===== src/rtl/pc_load_pkg.sv =====
package pc_load_pkg;
  // Next-value select handed from control to datapath; exactly one bit set
  typedef struct packed {
    logic vec;
    logic ret;
    logic jump;
    logic low;
    logic inc;
  } pcSel_t;
endpackage


===== src/rtl/pc_load_ctrl.sv =====
module pc_load_ctrl
  import pc_load_pkg::*;
(
  input  logic   clk,
  input  logic   rst,
  input  logic   irqEn,
  input  logic   retEn,
  input  logic   jumpEn,
  input  logic   lowWrEn,
  output pcSel_t sel
);
  // Fixed priority: interrupt > return > jump/call > low write > increment
  always_comb begin
    sel = '0;
    if (irqEn)        sel.vec  = 1'b1;
    else if (retEn)   sel.ret  = 1'b1;
    else if (jumpEn)  sel.jump = 1'b1;
    else if (lowWrEn) sel.low  = 1'b1;
    else              sel.inc  = 1'b1;
  end

  assert_sel_onehot_R7: assert property (@(posedge clk) disable iff (rst)
    $countones(sel) == 1);
  assert_irq_wins_R7: assert property (@(posedge clk) disable iff (rst)
    irqEn |-> sel.vec);
  assert_ret_over_jump_R7: assert property (@(posedge clk) disable iff (rst)
    (retEn && !irqEn) |-> sel.ret);
  assert_jump_over_low_R7: assert property (@(posedge clk) disable iff (rst)
    (jumpEn && !retEn && !irqEn) |-> sel.jump);
  assert_idle_inc_R2: assert property (@(posedge clk) disable iff (rst)
    !(irqEn || retEn || jumpEn || lowWrEn) |-> sel.inc);
endmodule


===== src/rtl/pc_load_dp.sv =====
module pc_load_dp
  import pc_load_pkg::*;
#(
  parameter int PC_W     = 13,
  parameter int LOW_W    = 8,
  parameter int LIT_W    = 11,
  parameter int LATCH_W  = 5,
  parameter logic [PC_W-1:0] VECTOR = 13'h0004
) (
  input  logic               clk,
  input  logic               rst,
  input  pcSel_t             sel,
  input  logic [LOW_W-1:0]   lowWrData,
  input  logic [LIT_W-1:0]   jumpTarget,
  input  logic [PC_W-1:0]    retAddr,
  input  logic               latchWrEn,
  input  logic [LOW_W-1:0]   latchWrData,
  output logic [PC_W-1:0]    pcQ,
  output logic [LATCH_W-1:0] latchQ
);
  localparam int HI_W  = PC_W - LOW_W;   // upper bits filled on low write
  localparam int JHI_W = PC_W - LIT_W;   // upper bits filled on jump/call

  logic [PC_W-1:0] pcNext;
  logic [PC_W-1:0] lowLoad;
  logic [PC_W-1:0] jumpLoad;

  assign lowLoad  = {latchQ[HI_W-1:0], lowWrData};
  assign jumpLoad = {latchQ[LATCH_W-1 -: JHI_W], jumpTarget};

  always_comb begin
    unique case (1'b1)
      sel.vec:  pcNext = VECTOR;
      sel.ret:  pcNext = retAddr;
      sel.jump: pcNext = jumpLoad;
      sel.low:  pcNext = lowLoad;
      default:  pcNext = pcQ + 1'b1;
    endcase
  end

  always_ff @(posedge clk) begin
    if (rst) pcQ <= '0;
    else     pcQ <= pcNext;
  end

  always_ff @(posedge clk) begin
    if (rst)            latchQ <= '0;
    else if (latchWrEn) latchQ <= latchWrData[LATCH_W-1:0];
  end

  assert_inc_step_R2: assert property (@(posedge clk) disable iff (rst)
    sel.inc |=> pcQ == $past(pcQ) + 1'b1);
  assert_low_load_R3: assert property (@(posedge clk) disable iff (rst)
    sel.low |=> pcQ[LOW_W-1:0] == $past(lowWrData));
  assert_low_upper_R10: assert property (@(posedge clk) disable iff (rst)
    sel.low |=> pcQ[PC_W-1:LOW_W] == $past(latchQ[HI_W-1:0]));
  assert_jump_load_R4: assert property (@(posedge clk) disable iff (rst)
    sel.jump |=> pcQ == {$past(latchQ[LATCH_W-1 -: JHI_W]), $past(jumpTarget)});
  assert_ret_load_R5: assert property (@(posedge clk) disable iff (rst)
    sel.ret |=> pcQ == $past(retAddr));
  assert_vec_load_R6: assert property (@(posedge clk) disable iff (rst)
    sel.vec |=> pcQ == VECTOR);
  assert_latch_hold_R9: assert property (@(posedge clk) disable iff (rst)
    !latchWrEn |=> $stable(latchQ));
  assert_latch_write_R8: assert property (@(posedge clk) disable iff (rst)
    latchWrEn |=> latchQ == $past(latchWrData[LATCH_W-1:0]));
endmodule


===== src/rtl/pc_load_unit.sv =====
module pc_load_unit
  import pc_load_pkg::*;
#(
  parameter int PC_W    = 13,
  parameter int LOW_W   = 8,
  parameter int LIT_W   = 11,
  parameter int LATCH_W = 5
) (
  input  logic               clk,
  input  logic               rst,
  input  logic               lowWrEn,
  input  logic [LOW_W-1:0]   lowWrData,
  input  logic               jumpEn,
  input  logic [LIT_W-1:0]   jumpTarget,
  input  logic               retEn,
  input  logic [PC_W-1:0]    retAddr,
  input  logic               irqEn,
  input  logic               latchWrEn,
  input  logic [LOW_W-1:0]   latchWrData,
  output logic [PC_W-1:0]    pcOut,
  output logic [LOW_W-1:0]   pcLowOut,
  output logic [LATCH_W-1:0] latchOut
);
  pcSel_t sel;

  pc_load_ctrl ctrl_i (
    .clk(clk), .rst(rst), .irqEn(irqEn), .retEn(retEn),
    .jumpEn(jumpEn), .lowWrEn(lowWrEn), .sel(sel)
  );

  pc_load_dp #(.PC_W(PC_W), .LOW_W(LOW_W), .LIT_W(LIT_W), .LATCH_W(LATCH_W)) dp_i (
    .clk(clk), .rst(rst), .sel(sel), .lowWrData(lowWrData),
    .jumpTarget(jumpTarget), .retAddr(retAddr), .latchWrEn(latchWrEn),
    .latchWrData(latchWrData), .pcQ(pcOut), .latchQ(latchOut)
  );

  assign pcLowOut = pcOut[LOW_W-1:0];
endmodule


===== config.mk =====
export PLATFORM = sky130hd
export DESIGN_NAME = pc_load_unit
export DESIGN_NICKNAME = d
export VERILOG_FILES = /design/src/rtl/pc_load_pkg.sv /design/src/rtl/pc_load_ctrl.sv /design/src/rtl/pc_load_dp.sv /design/src/rtl/pc_load_unit.sv
export SDC_FILE = /design/constraint.sdc
export NUM_CORES = 1
export LEC_CHECK = 0
export BUFFER_PORTS_ARGS = -buffer_cell sky130_fd_sc_hd__buf_2
export CAP_MARGIN = 20
export CORE_ASPECT_RATIO = 0.7
export CORE_MARGIN = 3
export CORE_UTILIZATION = 36
export CTS_BUF_LIST = sky130_fd_sc_hd__clkbuf_2 sky130_fd_sc_hd__clkbuf_4 sky130_fd_sc_hd__clkbuf_8
export CTS_CLUSTER_SIZE = 16
export DETAILED_ROUTE_END_ITERATION = 8
export GPL_TIMING_DRIVEN = 1
export PLACE_DENSITY = 0.72
export SETUP_SLACK_MARGIN = 0.05
export SYNTH_ARGS = -nofsm -noshare
export SYNTH_HDL_FRONTEND = slang
export SYNTH_SLANG_ARGS = --single-unit

===== constraint.sdc =====
create_clock -name clk -period 1.9 [get_ports clk]
set_clock_uncertainty 0.2 [all_clocks]
set_input_delay 0.38 -clock clk [delete_from_list [all_inputs] [get_ports clk]]
set_output_delay 0.38 -clock clk [all_outputs]
set_load 0.01 [all_outputs]

==> results of run 1 <==
-- cells in the mapped netlist, types with 2 or more instances --
cell       n
nand2_1   12
nor4b_2    2
nor2_1    10
a221o_1    4
a22oi_1    2
a222oi_1   2
a221oi_1   6
buf_2      4
inv_1      3
o31a_1     2
xor2_1     3
o21ai_0    9
buf_4      8
nand3_1    2
nor3_1     5
a21oi_1    7
xnor2_1    2
clkbuf_1   5
a31oi_1    2
nor4_1     4
o22ai_1    3
mux2i_1    5
dfxtp_1   18
-- flip-flops by register name, indices dropped and copies added (netlist names) --
| signal | count |
|---|---|
| dp_i.latchQ | 5 |
| dp_i.pcQ | 13 |
-- where the power goes --
part / total, mW / leakage [nW] / switching [mW] / internal [mW]
combinational: 0.197 / 0.561 / 0.0979 / 0.0988
clock: 0.310 / 0.0288 / 0.126 / 0.184
sequential: 0.419 / 0.148 / 0.0211 / 0.398
-- repair_timing --
item                                    4_1_cts  5_1_grt
resized for setup                             0        3
endpoints found under the setup margin        0        3
hold buffers                                  0        0
-- stage by stage --
stage | power [mW] | hold WS (ps) | cell area, um^2 | setup WS (ps) | util [%]
6_report | 0.926 | 170 | 1550 | 149 | 54.0
5_1_grt | 0.968 | 188 | 1550 | 66.1 | 54.0
4_1_cts | 0.928 | 170 | 1530 | 83.0 | 53.4
3_5_place_dp | 0.624 | 321 | 1470 | 2.49 | 51.4
3_3_place_gp | 0.619 | 294 | 1470 | 78.1 | 51.4
2_1_floorplan | 0.532 | 327 | 1110 | 188 | -
-- layout make-up --
class,instances,share of cell area [%]
multi-input cells,94,42.3
repair buffers,79,27.2
flip-flops and latches,18,23.3
clock buffers,4,3.56
well taps,36,2.91
inverters,3,0.728
-- worst max-delay path: cells and delay by family (launching register included) --
family	cells	cell delay [ps]
and+or+nand+nor	3	720
DFF	1	440
AOI/OAI and AO/OA	1	280
-- final timing paths --
kind,slack [ps],to,from
max,150,dp_i.pcQ[12],dp_i.pcQ[6]
min,170,dp_i.latchQ[3],latchWrData[3]
max reg2reg,150,dp_i.pcQ[12],dp_i.pcQ[6]
min reg2reg,330,dp_i.latchQ[2],dp_i.latchQ[2]
-- layer usage --
layer | part of all wire [%] | GRT usage (%)
met1 | 48 | 25.6
met2 | 40 | 24.9
met3 | 11 | 4.79
met4 | 0.30 | 3.13
met5 | 0 | 0
-- cells by family (layout without fill, tap and decap cells) --
group	after synthesis	in the layout	share of synthesized area, %
mux	5	5	4.53
simple gates	43	43	22.2
buf+inv	20	86	9.96
xor+xnor	5	5	3.96
compound gates	40	40	25.7
fa+ha+maj	1	1	1.13
flops	18	18	32.6
==> impl_summary.txt, run 1 <==
----------------------------------------------------
[STA]
  Final Setup Violations ... 0
  Tightest slew margin relative to the limit ... 73.1%
  Tcrit/Tclk final ... 92.2%
  Maximum frequency from static timing analysis ... 0.571 GHz
  Fin Setup TNS ... 0 ps
  RSZ-0062 raised after global routing ... false
  Number of hold violations in the final report ... 0
  Max Transition Viols Final ... 0
  Final critical-path required period ... 1750 ps
  Actual slew at the worst max-slew pin ... 403 ps

[GRT]
  Vias in the first global route ... 1146
  Antenna violations before repair ... 0
  Pin count of the biggest net entering global routing ... 23
  First-pass GRT wire length ... 5160 um
  Global route total overflow ... 0
  Global router's overall resource usage ... 17.4%

[Cells and area]
  Most used cells in the layout excluding fill and tap cells ... 69 x buf_2, 18 x dfxtp_1, 12 x nand2_1
  Total of fill cells in the finished design ... 294
  Total number of nets in the final design ... 247
  Fraction of layout instances using a drive strength above 1 ... 46.0%
  FF/Latch Area ... 360 um^2
  Final std cells w/o fill ... 234
  Most frequent standard cell in the layout excluding fill and tap cells ... buf_2
  Synthesis-to-layout area growth ... 39.8%
  Area of the multi-input gates ... 654 um^2
  Number of antenna cells inserted ... 0

[Routing]
  Vias after detailed routing ... 1244
  DR DRC count ... 0
  Final routed wire length divided by cell count ... 14.3 um
  Mean number of vias per cell ... 5.32
  Drt total wl ... 3340 um
  TritonRoute pass-1 iters ... 4
  Initial DRC Count ... 49
  Post-detailed-route count of antenna-violating nets ... 0

[Synthesis]
  Number of enable-type register cells in the synthesized netlist ... 0
  Yosys Warn Count ... 0
  Largest area contributor in the synthesized netlist ... dfxtp_1
  Share of synthesized flip-flops with an asynchronous set or reset ... 0%
  Cell area after synthesis ... 1110 um^2
  Sequential-to-total area share from yosys stat ... 32.6%
  Flip-flop cell with the highest count after synthesis ... dfxtp_1
  Post-Syn Instances ... 132
  Register bit total from synthesis ... 18
  Largest cells by area after synthesis ... dfxtp_1 33%, buf_4 5.4%, a221oi_1 4.8%
  Syn avg cell area ... 8.38 um^2
  Count of different cell masters after synthesis ... 35
  Share of the synthesized area in the top cell type ... 32.6%
  Post-synthesis net count ... 180

[Clock tree]
  Inserted Clock Buffers ... 3
  CTS H-tree depth ... 1
  Maximum buffer depth of the clock tree ... 2
  CTS clock-pin slew for the worst setup and hold paths ... 70 ps
  Clock network latency to the later pin of the worst-skew pair ... 250 ps
  CTS Root Cell ... clkbuf_8
  Clock Sinks ... 18
  TritonCTS clock tree ... built
  Buffers inserted during post-CTS setup optimization ... 0

[Critical path]
  List of cells traversed by the critical path ... nand4_2 -> nor4_4 -> nor4b_2 -> a221o_1
  Kind of end point of the critical path ... flip-flop
  Crit Path Class ... reg -> reg
  Critical path required time ... 1840 ps
  R2R depth ... 4
  Slowest library cell on the worst path ... dfxtp_1
  Data arrival time of the worst path ... 1690 ps
  Critical Path Start Type ... flip-flop
  Top fanout value on the critical path ... 8
  Biggest cell delay along the critical path ... 440 ps

[Floorplanning]
  Number of placed I/O pins ... 73
  Initial Utilization ... 38.6%
  Floorplan die area ... 3780 um^2
  Floorplan die width ... 72.3 um
  Core Area ... 2860 um^2
  Cell Rows ... 16
  Vertical extent of the die ... 52.4 um

[Outcome]
  Run status ... complete, no violations

[Worst hold path]
  Hold Crit Class ... in -> reg
  Number of cells on the worst hold path ... 3

[Power]
  Peak ir drop on the vdd network ... 0.331 mV
  Static leakage power ... 0.738 nW
  Pwr per Cell Area ... 599 nW/um^2

[Placement]
  Port bufs ... 69
  RePlAce Congestion ... 0.782
  Final HPWL from detailed placement ... 2660 um
  Number of cells in the design after placement ... 230

[Run]
  Max_cap viols ... 0

----------------------------------------------------
Power figures use the tool's default switching activity.
==> inputs of run 2 (changes only) <==
--- a/config.mk
+++ b/config.mk
@@ -14,7 +14,8 @@
 export CTS_CLUSTER_SIZE = 16
 export DETAILED_ROUTE_END_ITERATION = 8
 export GPL_TIMING_DRIVEN = 1
-export PLACE_DENSITY = 0.72
+export PLACE_DENSITY_LB_ADDON = 0.15
+export RECOVER_POWER = 50
 export SETUP_SLACK_MARGIN = 0.05
 export SYNTH_ARGS = -nofsm -noshare
 export SYNTH_HDL_FRONTEND = slang
==> run 2 against run 1 <==
Effect of this change: die area did not move; via count rose by 1.5%; cell count fell by 0.43%; clock power fell by 15%; total power fell by 5.7%; critical path depth rose by 1; largest power group unchanged; non-clock buffer count did not move; wire length rose by 0.27%; combinational power fell by 5%; critical path type unchanged; hold slack got worse by 5.1 ps; first-iteration DRC count rose by 63%.
==> impl_summary.txt, run 2 (synthesized netlist as in run 1, its figures left out) <==
----------------------------------------------------
[Worst hold path]
  Number of cells on the worst hold path ... 3 (unchanged)
  Hold-critical path endpoint ... dp_i.latchQ[2]
  Origin of the worst min-delay path ... latchWrData[2]
  Hold Crit Class ... in -> reg

[Placement]
  RePlAce Congestion ... 0.827 (+5.7%)
  Final HPWL from detailed placement ... 2630 um (-1.2%)
  Port bufs ... 69 (unchanged)
  Number of cells in the design after placement ... 230 (unchanged)

[Critical path]
  Top fanout value on the critical path ... 7 (-1)
  Launch instance of the worst register-to-register path ... dp_i.pcQ[0]
  Data arrival time of the worst path ... 1650 ps (-40 ps)
  Critical path required time ... 1820 ps (-20 ps)
  R2R depth ... 5 (+1)
  Crit Path Class ... reg -> reg
  Flop-to-flop setup slack ... 170 ps (+20 ps)
  Endpoint of the worst register-to-register path ... dp_i.pcQ[10]
  Kind of end point of the critical path ... flip-flop
  Critical Path Start Type ... flip-flop

[Routing]
  Mean number of vias per cell ... 5.42 (+2.0%)
  Post-detailed-route count of antenna-violating nets ... 0 (unchanged)
  Initial DRC Count ... 80 (+63%)
  TritonRoute pass-1 iters ... 4 (unchanged)
  DR DRC count ... 0 (unchanged)
  Vias after detailed routing ... 1263 (+1.5%)
  Drt total wl ... 3350 um (+0.27%)
  Final routed wire length divided by cell count ... 14.4 um (+0.70%)

[Floorplanning]
  Vertical extent of the die ... 52.4 um (unchanged)
  Initial Utilization ... 38.6% (unchanged)
  Core Area ... 2860 um^2 (unchanged)
  Floorplan die width ... 72.3 um (unchanged)
  Floorplan die area ... 3780 um^2 (unchanged)
  Cell Rows ... 16 (unchanged)
  Number of placed I/O pins ... 73 (unchanged)

[Power]
  Peak ir drop on the vdd network ... 0.369 mV (+12%)
  Pwr per Cell Area ... 579 nW/um^2 (-3.3%)
  Static leakage power ... 0.666 nW (-9.7%)

[Cells and area]
  Register name with the most flops ... dp_i.pcQ
  FF/Latch Area ... 360 um^2 (unchanged)
  Total number of nets in the final design ... 247 (unchanged)
  Synthesis-to-layout area growth ... 36.3%
  Total of fill cells in the finished design ... 307 (+4.4%)
  Most frequent standard cell in the layout excluding fill and tap cells ... buf_2
  Fraction of layout instances using a drive strength above 1 ... 37.1% (-8.9 points)
  Number of antenna cells inserted ... 0 (unchanged)
  Biggest registers after layout ... dp_i.pcQ (13), dp_i.latchQ (5)
  Area of the multi-input gates ... 649 um^2 (-0.76%)
  Number of flip-flops in the largest register ... 13 (unchanged)
  Final std cells w/o fill ... 233 (-0.43%)
  Share of the core filled with cells ... 52.7% (-1.4 points)
  Most used cells in the layout excluding fill and tap cells ... 53 x buf_2, 18 x dfxtp_1, 16 x clkbuf_1

[STA]
  Actual slew at the worst max-slew pin ... 439 ps (+35.8 ps)
  Max Transition Viols Final ... 0 (unchanged)
  Fin Setup TNS ... 0 ps (unchanged)
  Tcrit/Tclk final ... 91.0% (-1.2 points)
  Final critical-path required period ... 1730 ps (-23.2 ps)
  Tightest slew margin relative to the limit ... 70.7% (-2.4 points)
  Number of hold violations in the final report ... 0 (unchanged)
  RSZ-0062 raised after global routing ... false
  Maximum frequency from static timing analysis ... 0.579 GHz (+1.3%)
  Final Setup Violations ... 0 (unchanged)

[GRT]
  Antenna violations before repair ... 0 (unchanged)
  Global route total overflow ... 0 (unchanged)
  Pin count of the biggest net entering global routing ... 23 (unchanged)
  Vias in the first global route ... 1122 (-2.1%)
  First-pass GRT wire length ... 5190 um (+0.52%)
  Global router's overall resource usage ... 17.9% (+0.56 points)

[Clock tree]
  CTS Root Cell ... clkbuf_8
  Maximum buffer depth of the clock tree ... 2 (unchanged)
  TritonCTS clock tree ... built
  CTS H-tree depth ... 1 (unchanged)
  Inserted Clock Buffers ... 3 (unchanged)
  CTS clock-pin slew for the worst setup and hold paths ... 70 ps (about the same)
  Clock network latency to the later pin of the worst-skew pair ... 250 ps (about the same)
  Clock Sinks ... 18 (unchanged)

[Outcome]
  Run status ... complete, no violations

[Run]
  Max_cap viols ... 0 (unchanged)

----------------------------------------------------
-- run 2: changes by cell type in the layout (fill, tap and decap cells not counted), sizes merged --
| cell | before | now |
|---|---|---|
| buf | 79 | 63 |
| clkbuf | 4 | 19 |
-- run 2: layout make-up --
| class | instances | area share, % |
|---|---|---|
| Sequential cell | 18 | 23.9 |
| Tap cell | 36 | 2.99 |
| Timing Repair Buffer | 79 | 26.6 |
| Clock buffer | 3 | 2.74 |
| Multi-Input combinational cell | 94 | 43.1 |
| Inverter | 3 | 0.747 |
-- run 2: how the worst max path moves through the flow --
| stage | depth (start not counted) | end | start | slack [ps] |
|---|---|---|---|---|
| finish | 5 | dp_i.pcQ[10] | dp_i.pcQ[0] | 170 |
| global route | 5 | dp_i.pcQ[10] | dp_i.pcQ[0] | 40 |
| CTS | 5 | dp_i.pcQ[12] | dp_i.pcQ[0] | 70 |
| detailed placement | 4 | dp_i.pcQ[11] | jumpEn | 20 |
| global placement | 4 | dp_i.pcQ[12] | jumpEn | 70 |
| floorplan | 5 | dp_i.pcQ[12] | dp_i.pcQ[0] | 190 |
-- run 2: critical path: stages, from the launching register on --
cell     delay, ps
dfxtp_1        440
ha_1           240
nand3_2        170
o31a_1         280
o21ai_0        170
a31oi_1        100
-- run 2: power by group --
part | internal (mW) | total (mW) | switching (mW)
clock network | 0.141 | 0.262 | 0.121
logic | 0.0934 | 0.188 | 0.0947
registers | 0.398 | 0.423 | 0.0244
-- run 2: routing by layer --
layer	GRT usage, %	share of wire, %	vias up
met5	0	0	-
met4	4.06	0.54	0
met3	6.51	11	2
met2	29.6	44	55
met1	22.3	45	579
li1	-	-	627
-- run 2: stage by stage --
step | hold slack [ps] | area (um^2) | total power [mW] | setup WS [ps]
floorplan | 327 | 1110 | 0.532 | 188
global placement | 297 | 1470 | 0.617 | 69.4
detailed placement | 314 | 1470 | 0.622 | 17.1
CTS | 158 | 1520 | 0.893 | 66.1
global route | 162 | 1510 | 0.927 | 40.0
finish | 165 | 1510 | 0.873 | 172
-- run 2: repair_timing --
action,in CTS,in global routing
hold buffers,0,0
gates cloned,0,0
setup buffers,0,0
gates resized for setup,1,2
endpoints found under the setup margin,1,4
hold endpoints to repair,0,0
